### src/rtl/decim_pkg.sv
package decim_pkg;

    typedef enum logic {
        MODE_DIV  = 1'b0,
        MODE_PASS = 1'b1
    } clk_mode_e;

    typedef enum logic {
        ACQ_IDLE = 1'b0,
        ACQ_RUN  = 1'b1
    } acq_state_e;

endpackage

### src/rtl/decim_ctrl.sv
module decim_ctrl
    import decim_pkg::*;
#(
    parameter int FACT_W = 16
) (
    input  logic              clk,
    input  logic              rst_n,
    input  logic              start_i,
    input  logic              stop_i,
    input  logic [FACT_W-1:0] div_m1_i,
    output logic              run_o,
    output logic              halt_o,
    output logic [FACT_W-1:0] n_m1_o,
    output clk_mode_e         mode_o
);

    typedef struct packed {
        acq_state_e        state;
        logic [FACT_W-1:0] n_m1;
        clk_mode_e         mode;
    } ctrl_t;

    ctrl_t st_d, st_q;
    logic  idle;
    logic  halt;

    always_comb begin
        st_d = st_q;
        idle = (st_q.state == ACQ_IDLE);
        halt = !idle && stop_i;
        if (idle) begin
            // Factor and mode track the input only while idle; frozen once running.
            st_d.n_m1 = div_m1_i;
            st_d.mode = (div_m1_i == '0) ? MODE_PASS : MODE_DIV;
            if (start_i && !stop_i) begin
                st_d.state = ACQ_RUN;
            end
        end else if (halt) begin
            st_d.state = ACQ_IDLE;
        end
    end

    always_ff @(posedge clk) begin
        if (!rst_n) begin
            st_q.state <= ACQ_IDLE;
            st_q.n_m1  <= '0;
            st_q.mode  <= MODE_DIV;
        end else begin
            st_q <= st_d;
        end
    end

    assign run_o  = (st_q.state == ACQ_RUN);
    assign halt_o = halt;
    assign n_m1_o = st_q.n_m1;
    assign mode_o = st_q.mode;

endmodule

### src/rtl/decim_keep.sv
module decim_keep #(
    parameter int DATA_W = 14,
    parameter int FACT_W = 16
) (
    input  logic              clk,
    input  logic              rst_n,
    input  logic              run_i,
    input  logic              halt_i,
    input  logic [FACT_W-1:0] n_m1_i,
    input  logic [DATA_W-1:0] adc_i,
    output logic [FACT_W-1:0] cnt_o,
    output logic [DATA_W-1:0] data_o,
    output logic              valid_o
);

    typedef struct packed {
        logic [FACT_W-1:0] cnt;
        logic [DATA_W-1:0] data;
        logic              valid;
    } keep_t;

    keep_t st_d, st_q;
    logic  keep;

    always_comb begin
        st_d       = st_q;
        keep       = run_i && !halt_i && (st_q.cnt == '0);
        st_d.valid = keep;
        if (keep) begin
            st_d.data = adc_i;
        end
        if (!run_i || halt_i) begin
            st_d.cnt = '0;
        end else if (st_q.cnt == n_m1_i) begin
            st_d.cnt = '0;
        end else begin
            st_d.cnt = st_q.cnt + 1'b1;
        end
    end

    always_ff @(posedge clk) begin
        if (!rst_n) begin
            st_q.cnt   <= '0;
            st_q.data  <= '0;
            st_q.valid <= 1'b0;
        end else begin
            st_q <= st_d;
        end
    end

    assign cnt_o   = st_q.cnt;
    assign data_o  = st_q.data;
    assign valid_o = st_q.valid;

endmodule

### src/rtl/decim_clkexp.sv
module decim_clkexp
    import decim_pkg::*;
#(
    parameter int FACT_W = 16
) (
    input  logic              clk,
    input  logic              rst_n,
    input  logic              run_i,
    input  logic              halt_i,
    input  logic [FACT_W-1:0] cnt_i,
    input  logic [FACT_W-1:0] n_m1_i,
    input  clk_mode_e         mode_i,
    output logic              div_clk_o,
    output logic              clk_out_o
);

    localparam int HW = FACT_W + 1;

    typedef struct packed {
        logic div;
    } clk_t;

    clk_t           st_d, st_q;
    logic [HW-1:0]  half;

    always_comb begin
        st_d = st_q;
        // floor(n/2), at least one; one extra bit so n = 2^FACT_W fits.
        half = ({1'b0, n_m1_i} + HW'(1)) >> 1;
        if (half == '0) begin
            half = HW'(1);
        end
        st_d.div = run_i && !halt_i && ({1'b0, cnt_i} < half);
    end

    always_ff @(posedge clk) begin
        if (!rst_n) begin
            st_q.div <= 1'b0;
        end else begin
            st_q <= st_d;
        end
    end

    assign div_clk_o = st_q.div;

    always_comb begin
        if (mode_i == MODE_PASS) begin
            clk_out_o = clk;
        end else begin
            clk_out_o = st_q.div;
        end
    end

endmodule

### src/rtl/decim_sampler.sv
module decim_sampler
    import decim_pkg::*;
#(
    parameter int DATA_W = 14,
    parameter int FACT_W = 16
) (
    input  logic              clk,
    input  logic              rst_n,
    input  logic              acq_start,
    input  logic              acq_stop,
    input  logic [FACT_W-1:0] div_m1,
    input  logic [DATA_W-1:0] adc_data,
    output logic [DATA_W-1:0] out_data,
    output logic              out_valid,
    output logic              acq_active,
    output logic              clk_out
);

    logic              run;
    logic              halt;
    logic [FACT_W-1:0] n_m1;
    clk_mode_e         mode;
    logic [FACT_W-1:0] cnt;
    logic              div_clk;

    decim_ctrl #(.FACT_W(FACT_W)) u_ctrl (
        .clk      (clk),
        .rst_n    (rst_n),
        .start_i  (acq_start),
        .stop_i   (acq_stop),
        .div_m1_i (div_m1),
        .run_o    (run),
        .halt_o   (halt),
        .n_m1_o   (n_m1),
        .mode_o   (mode)
    );

    decim_keep #(.DATA_W(DATA_W), .FACT_W(FACT_W)) u_keep (
        .clk     (clk),
        .rst_n   (rst_n),
        .run_i   (run),
        .halt_i  (halt),
        .n_m1_i  (n_m1),
        .adc_i   (adc_data),
        .cnt_o   (cnt),
        .data_o  (out_data),
        .valid_o (out_valid)
    );

    decim_clkexp #(.FACT_W(FACT_W)) u_clk (
        .clk       (clk),
        .rst_n     (rst_n),
        .run_i     (run),
        .halt_i    (halt),
        .cnt_i     (cnt),
        .n_m1_i    (n_m1),
        .mode_i    (mode),
        .div_clk_o (div_clk),
        .clk_out_o (clk_out)
    );

    assign acq_active = run;

endmodule

### config.mk
export PLATFORM = sky130hd
export DESIGN_NAME = decim_sampler
export DESIGN_NICKNAME = d
export VERILOG_FILES = /design/src/rtl/decim_pkg.sv /design/src/rtl/decim_ctrl.sv /design/src/rtl/decim_keep.sv /design/src/rtl/decim_clkexp.sv /design/src/rtl/decim_sampler.sv
export SDC_FILE = /design/constraint.sdc
export NUM_CORES = 1
export LEC_CHECK = 0
export ABC_AREA = 0
export BUFFER_PORTS_ARGS = -buffer_cell sky130_fd_sc_hd__buf_2
export CORE_ASPECT_RATIO = 0.75
export CORE_MARGIN = 1.5
export CORE_UTILIZATION = 35
export CTS_BUF_LIST = sky130_fd_sc_hd__clkbuf_4 sky130_fd_sc_hd__clkbuf_8
export CTS_CLUSTER_DIAMETER = 50
export DETAILED_ROUTE_END_ITERATION = 10
export GPL_TIMING_DRIVEN = 0
export PLACE_DENSITY = 0.61
export SLEW_MARGIN = 15
export SYNTH_ARGS = -nofsm -noshare
export SYNTH_HDL_FRONTEND = slang
export SYNTH_HIERARCHICAL = 1
export SYNTH_SLANG_ARGS = --single-unit
### constraint.sdc
create_clock -name clk -period 6.45 [get_ports clk]
set_clock_uncertainty 0.15 [all_clocks]
set_input_delay 1.935 -clock clk [delete_from_list [all_inputs] [get_ports clk]]
set_output_delay 1.935 -clock clk [all_outputs]
set_load 0.03 [all_outputs]
=== Yosys cells after proc, flatten, opt, wreduce, memory -nomap -nowiden ===
Index checks and enable logic that the tools add are counted.

* Reduce and logical (&&, ||, !) cells: 13
* Bitwise gates (word level): 1
* Equality and inequality tests: 1
* Muxes and demuxes: 6
* Add/sub/neg operators: 2
* Order comparisons: 1

{| class="wikitable"
|+ Operators with widths
! kind !! count
|-
| zero test 16 bit || 2
|-
| adder 16 x 1 -> 17 bit, second input constant || 1
|-
| zero test 17 bit || 1
|-
| < comparator 16 x 17 -> 1 bit || 1
|-
| adder 16 x 1 -> 16 bit, second input constant || 1
|-
| equality test 16 bit || 1
|-
| 2-to-1 mux 16 bit || 1
|-
| logical AND 1 bit || 5
|-
| 2-to-1 mux 1 bit || 5
|-
| zero test 1 bit || 3
|-
| OR reduction 3 bit || 1
|-
| logical OR 1 bit || 1
|-
| inverter 1 bit || 1
|}

* Logic and storage cells: 31
* Register bits: 50
* Bits of input ports: 34

=== Longest topological paths before layout ===
Gate-level depths: netlist (run 1).

* Depth after elaboration: 5
* Gate-level depth with buffers: 11
* Mapped depth without buffers: 11

=== Modules after synthesis ===
Netlist (run 1), hierarchy kept.

{| class="wikitable"
|+ Modules (own cells, without submodules)
! module !! area an instance (um2) !! times used !! seq. area each (um2) !! cells each
|-
| decim_keep || 1570.3 || 1 || 620.6 || 175
|-
| decim_clkexp || 937.1 || 1 || 20.0 || 122
|-
| decim_ctrl || 713.2 || 1 || 360.3 || 64
|}

==> impl_metrics.yaml, run 1 <==
global_route:
  antenna_found_initial: 0
  grt_pass1_wl_mm: 12.9
  gr-total-overflow: 0
  grt_pass1_vias: 2580
  grt_use_total: 0.167
  grt_max_degree: 15
setup_path:
  r2r-start: "u_ctrl/n_m1_o[8]"
  r2r-end: "u_clk/div_clk_o"
  crit_family: "buffers and inverters"
  critPathSlowestCell: "mux2_2"
  path_cells: "clkbuf_8 > clkbuf_8 > mux2_2 > buf_2"
  critPathRequiredTime_ps: 4370
  cp_max_fo: 2
  cp-startpoint: "clk"
  endpoint_kind: "primary output"
  max_stage_delay_ps: 240
  path_common_cell: "clkbuf_8"
  worstRegToRegCells: 10
  critical_path_class: "clk2out"
  crit_end: "clk_out"
  cp.arrival_ps: 3870
  startpoint_type: "clock port"
  timing.critical_path.buf_inv: 3
  path_depth: 4
  ff2ff_setup_slack_ps: 2930
route:
  first_pass_iters: 4
  wl_mm: 8.00
  wl_per_cell_um: 15.0
  via_count: 2904
  antenna_left: 0
  drcViolationCount: 0
  vias_per_cell: 5.44
  dr.first_iter.drc_count: 211
power:
  ir_drop_mv: 0.0904
  total_power_uw: 713
  power_density_nw_per_um2: 189
  power.leakage_nw: 1.39
layout:
  drive_gt1_frac: 0.220
  final_area_sq_um: 3770
  antennaDiodeCount: 0
  syn2layout_area_growth_pct: 16.9
  nFillCells: 932
  finalNetCount: 473
  utilization: 0.418
place:
  dp_hpwl_mm: 6.17
  dpl_cell_area_sq_um: 3610
  io_buffers: 50
  place.gp.congestion: 0.844
run:
  cap_violations: 0
floorplanning:
  initial_utilization: 0.358
  rows: 30
  core_sq_um: 9010
  die_h_um: 86.1
  dieWidth_um: 114
  pin_count: 51
  die_area_sq_um: 9790
synthesis:
  netlist-cell-type-count: 59
  syn-cell-area_sq_um: 3220
  synth_area_per_cell_sq_um: 8.92
  yosysSeqAreaShare: 0.311
  synth-warning-count: 6
  synth_nets: 413
  synthArstFlopShare: 0
  synth_edf_count: 0
  synth_cells: 361
  synth_flop_cell: "dfxtp_1"
  ys_seq_elements: 50
hold_path:
  hold_class: "reg2reg"
  min_from: "u_keep/data_o[2]"
sta:
  hold-worst-slack_ps: 322
  tightest_slew_ps: 658
  maxSlewHeadroom: 0.550
  setup_tns_ps: 0
  hold_violations: 0
  slew_viol_final: 0
  rsz0062_at_grt: "no"
  setup_viol: 0
clock_tree:
  clk_latency_ps: 420
  cts_hold_buf: 0
  cts_resized: 0
  cts_tree: "done"
  clkSlewWorstSetupHoldPaths_ps: 90
  post-cts-setup-buffer-count: 0
outcome:
  outcome: "complete, no violations"
[registers in the layout, summed over array words and instances (netlist names)]
| register | count |
|---|---|
| u_ctrl/mode_o | 1 |
| u_ctrl/n_m1_o | 16 |
| u_ctrl/run_o | 1 |
| u_keep/data_o | 14 |
| u_clk/div_clk_o | 1 |
| u_keep/valid_o | 1 |
| u_keep/cnt_o | 16 |
[Yosys cell counts (all sizes together), types with 7 or more instances]
master | count | area [sq um]
a21oi | 23 | 115
and2 | 7 | 45.1
buf | 13 | 106
clkbuf | 8 | 31.3
dfxtp | 50 | 1000
ha | 18 | 225
mux2i | 16 | 160
nand2 | 12 | 45.0
nand3 | 29 | 158
nand4 | 21 | 144
nor2 | 7 | 26.3
nor2b | 18 | 113
nor3 | 15 | 80.1
nor4 | 8 | 71.3
o21ai | 21 | 105
xnor2 | 24 | 210
xor2 | 16 | 140
[worst min-delay path by stage]
stage                       endpoint  slack (ps)  cells after the start
floorplan              u_ctrl/mode_o         310                      2
global placement    u_keep/data_o[2]         310                      2
detailed placement  u_keep/data_o[0]         310                      2
CTS                 u_keep/data_o[0]         330                      2
global route        u_keep/data_o[1]         350                      2
finish              u_keep/data_o[2]         320                      2
[metrics by stage]
step / setup slack, ps / cells
2_1_floorplan: 808 / 361
3_3_place_gp: 733 / 523
3_5_place_dp: 733 / 523
4_1_cts: 486 / 534
5_1_grt: 465 / 534
6_report: 494 / 534
[tightest hold or removal path, delay by kind of cell (launching register included)]
kind            cells  cell delay (ps)
compound gates      2              120
flops               1              320
[logic make-up after synthesis]
kind of cell    count (synthesis)  synth area share
buf+inv                        27            0.0544
xor+xnor                       40             0.109
mux                            17            0.0532
compound gates                 65             0.127
fa+ha+maj                      18            0.0699
flops                          50             0.311
simple gates                  144             0.275
[power breakdown]
group	internal (mW)	switching, mW	leakage (nW)
registers	0.319	0.0155	0.408
clock network	0.164	0.113	0.0914
logic	0.0456	0.0557	0.894
[cell type report]
class	instances	area (sq um)	area share
Inverter	5	18.8	0.00498
Buffer	22	156	0.0415
Multi-Input combinational cell	284	2040	0.543
Tap cell	112	140	0.0372
Clock inverter	1	30.0	0.00797
Clock buffer	11	130	0.0346
Timing Repair Buffer	49	245	0.0651
Sequential cell	50	1000	0.266
[routing by layer]
layer | wire length, um | share of wire | vias to the layer above | track usage
met3 | 541 | 0.068 | 7 | 0.0495
met2 | 3170 | 0.40 | 91 | 0.232
met1 | 4250 | 0.53 | 1352 | 0.250
met5 | 0 | 0 | - | 0
met4 | 40 | 0.0050 | 0 | 0.0352
li1 | - | - | 1454 | -
[placed cells by master, fill, tap and decap left out, types with 14 or more instances in the layout]
| cell type | netlist | final |
|---|---|---|
| xnor2_1 | 24 | 24 |
| buf_2 | 6 | 56 |
| a21oi_1 | 23 | 23 |
| dfxtp_1 | 50 | 50 |
| nand4_1 | 19 | 19 |
| ha_1 | 18 | 18 |
| mux2i_1 | 16 | 16 |
| nand3_1 | 28 | 28 |
| nor3_1 | 14 | 14 |
| nor2b_1 | 18 | 18 |
| xor2_1 | 16 | 16 |
(Power assumes the default switching activity.)
==> inputs of run 2 (changes only) <==
--- a/config.mk
+++ b/config.mk
@@ -7,6 +7,8 @@
 export LEC_CHECK = 0
 export ABC_AREA = 0
 export BUFFER_PORTS_ARGS = -buffer_cell sky130_fd_sc_hd__buf_2
+export CELL_PAD_IN_SITES_DETAIL_PLACEMENT = 0
+export CELL_PAD_IN_SITES_GLOBAL_PLACEMENT = 1
 export CORE_ASPECT_RATIO = 0.75
 export CORE_MARGIN = 1.5
 export CORE_UTILIZATION = 35
@@ -14,7 +16,7 @@
 export CTS_CLUSTER_DIAMETER = 50
 export DETAILED_ROUTE_END_ITERATION = 10
 export GPL_TIMING_DRIVEN = 0
-export PLACE_DENSITY = 0.61
+export PLACE_DENSITY = 0.74
 export SLEW_MARGIN = 15
 export SYNTH_ARGS = -nofsm -noshare
 export SYNTH_HDL_FRONTEND = slang
==> impl_metrics.yaml, run 2 (synthesis results as in run 1) <==
outcome:
  outcome: "complete, no violations"
floorplanning:
  dieWidth_um: 114
  pin_count: 51
  initial_utilization: 0.358
  die_h_um: 86.1
  die_area_sq_um: 9790
  core_sq_um: 9010
  rows: 30
route:
  wl_mm: 8.22
  via_count: 2896
  drcViolationCount: 0
  dr.first_iter.drc_count: 160
  vias_per_cell: 5.42
  antenna_left: 0
  first_pass_iters: 4
  wl_per_cell_um: 15.4
power:
  p_sw_uw: 186
  power_density_nw_per_um2: 187
  cellInternalPower_uw: 519
  total_power_uw: 705
  power_frac_clock: 0.382
  ir_drop_mv: 0.0982
  p_comb_frac: 0.144
  power.leakage_nw: 1.39
  seqPwrFrac: 0.474
  switching_share: 0.264
place:
  io_buffers: 50
  dp_hpwl_mm: 6.36
  dpl_cell_area_sq_um: 3610
  place.gp.congestion: 0.871
setup_path:
  endpoint_kind: "primary output"
  cp.arrival_ps: 3880
  critPathRequiredTime_ps: 4370
  cp_max_fo: 2
  startpoint_type: "clock port"
  critical_path_class: "clk2out"
sta:
  rsz0062_at_grt: "no"
  hold-worst-slack_ps: 329
  slew_viol_final: 0
  maxSlewHeadroom: 0.446
  setup_tns_ps: 0
  hold_violations: 0
  tightest_slew_ps: 811
  setup_viol: 0
layout:
  multiInputGateArea_sq_um: 2040
  finalNetCount: 473
  syn2layout_area_growth_pct: 16.8
  nFillCells: 919
  layout_common_cells: "buf_2 (56), dfxtp_1 (50), nand3_1 (28)"
  ff_latch_area_sq_um: 1000
  layout_commonest_cell: "buf_2"
  antennaDiodeCount: 0
  utilization: 0.418
  drive_gt1_frac: 0.220
  final_area_sq_um: 3760
hold_path:
  hold_class: "reg2reg"
clock_tree:
  cts_resized: 0
  post-cts-setup-buffer-count: 0
  cts_tree: "done"
  clkSlewWorstSetupHoldPaths_ps: 90
  cts_hold_buf: 0
  clk_latency_ps: 410
global_route:
  antenna_found_initial: 0
  gr-total-overflow: 0
  grt_max_degree: 16
  grt_use_total: 0.173
  grt_pass1_vias: 2648
  grt_pass1_wl_mm: 13.3
run:
  cap_violations: 0
==> run 2: cell types whose count changed in the layout (fill, tap and decap cells not counted) <==
cell and change:
clkbuf_4 -2, clkinv_2 +2
==> run 2: area by class of cell <==
type,instances,share of cell area
inverters,5,0.00499
repair buffers,49,0.0652
clock buffers,9,0.0306
well taps,112,0.0373
clock inverters,3,0.0106
flip-flops and latches,50,0.266
multi-input cells,284,0.544
plain buffers,22,0.0416
==> run 2: stage by stage <==
stage,setup slack (ps),cells
after CTS,485,534
after global placement,733,523
after global routing,462,534
after floorplan,808,361
after detailed placement,733,523
final,489,534
==> run 2: power by group through the flow <==
| stage | Clock, mW | Combinational [mW] | Sequential, mW |
|---|---|---|---|
| finish | 0.269 | 0.101 | 0.334 |
| global route | 0.291 | 0.111 | 0.337 |
| CTS | 0.279 | 0.101 | 0.335 |
| detailed placement | 0.000898 | 0.100 | 0.342 |
| global placement | 0.000898 | 0.0989 | 0.342 |
| floorplan | 0.000748 | 0.0628 | 0.345 |
==> run 2: final timing paths <==
path	startpoint	to	slack (ps)	cells past startpoint
setup / recovery	clk	clk_out	490	4
hold / removal	u_keep/data_o[11]	u_keep/data_o[11]	330	2
setup reg to reg	u_ctrl/n_m1_o[4]	u_clk/div_clk_o	2820	10
hold reg to reg	u_keep/data_o[11]	u_keep/data_o[11]	330	2
==> run 2: critical path: stages <==
cell      delay, ps
clkbuf_8        110
clkbuf_8        120
mux2_2          250
buf_2           170
==> run 2: layer usage <==
layer | GRT usage | vias to the layer above | share of wire
met5 | 0 | - | 0
met4 | 0.0443 | 0 | 0.0062
met3 | 0.0403 | 6 | 0.052
met2 | 0.254 | 83 | 0.41
met1 | 0.255 | 1360 | 0.53
li1 | - | 1447 | -
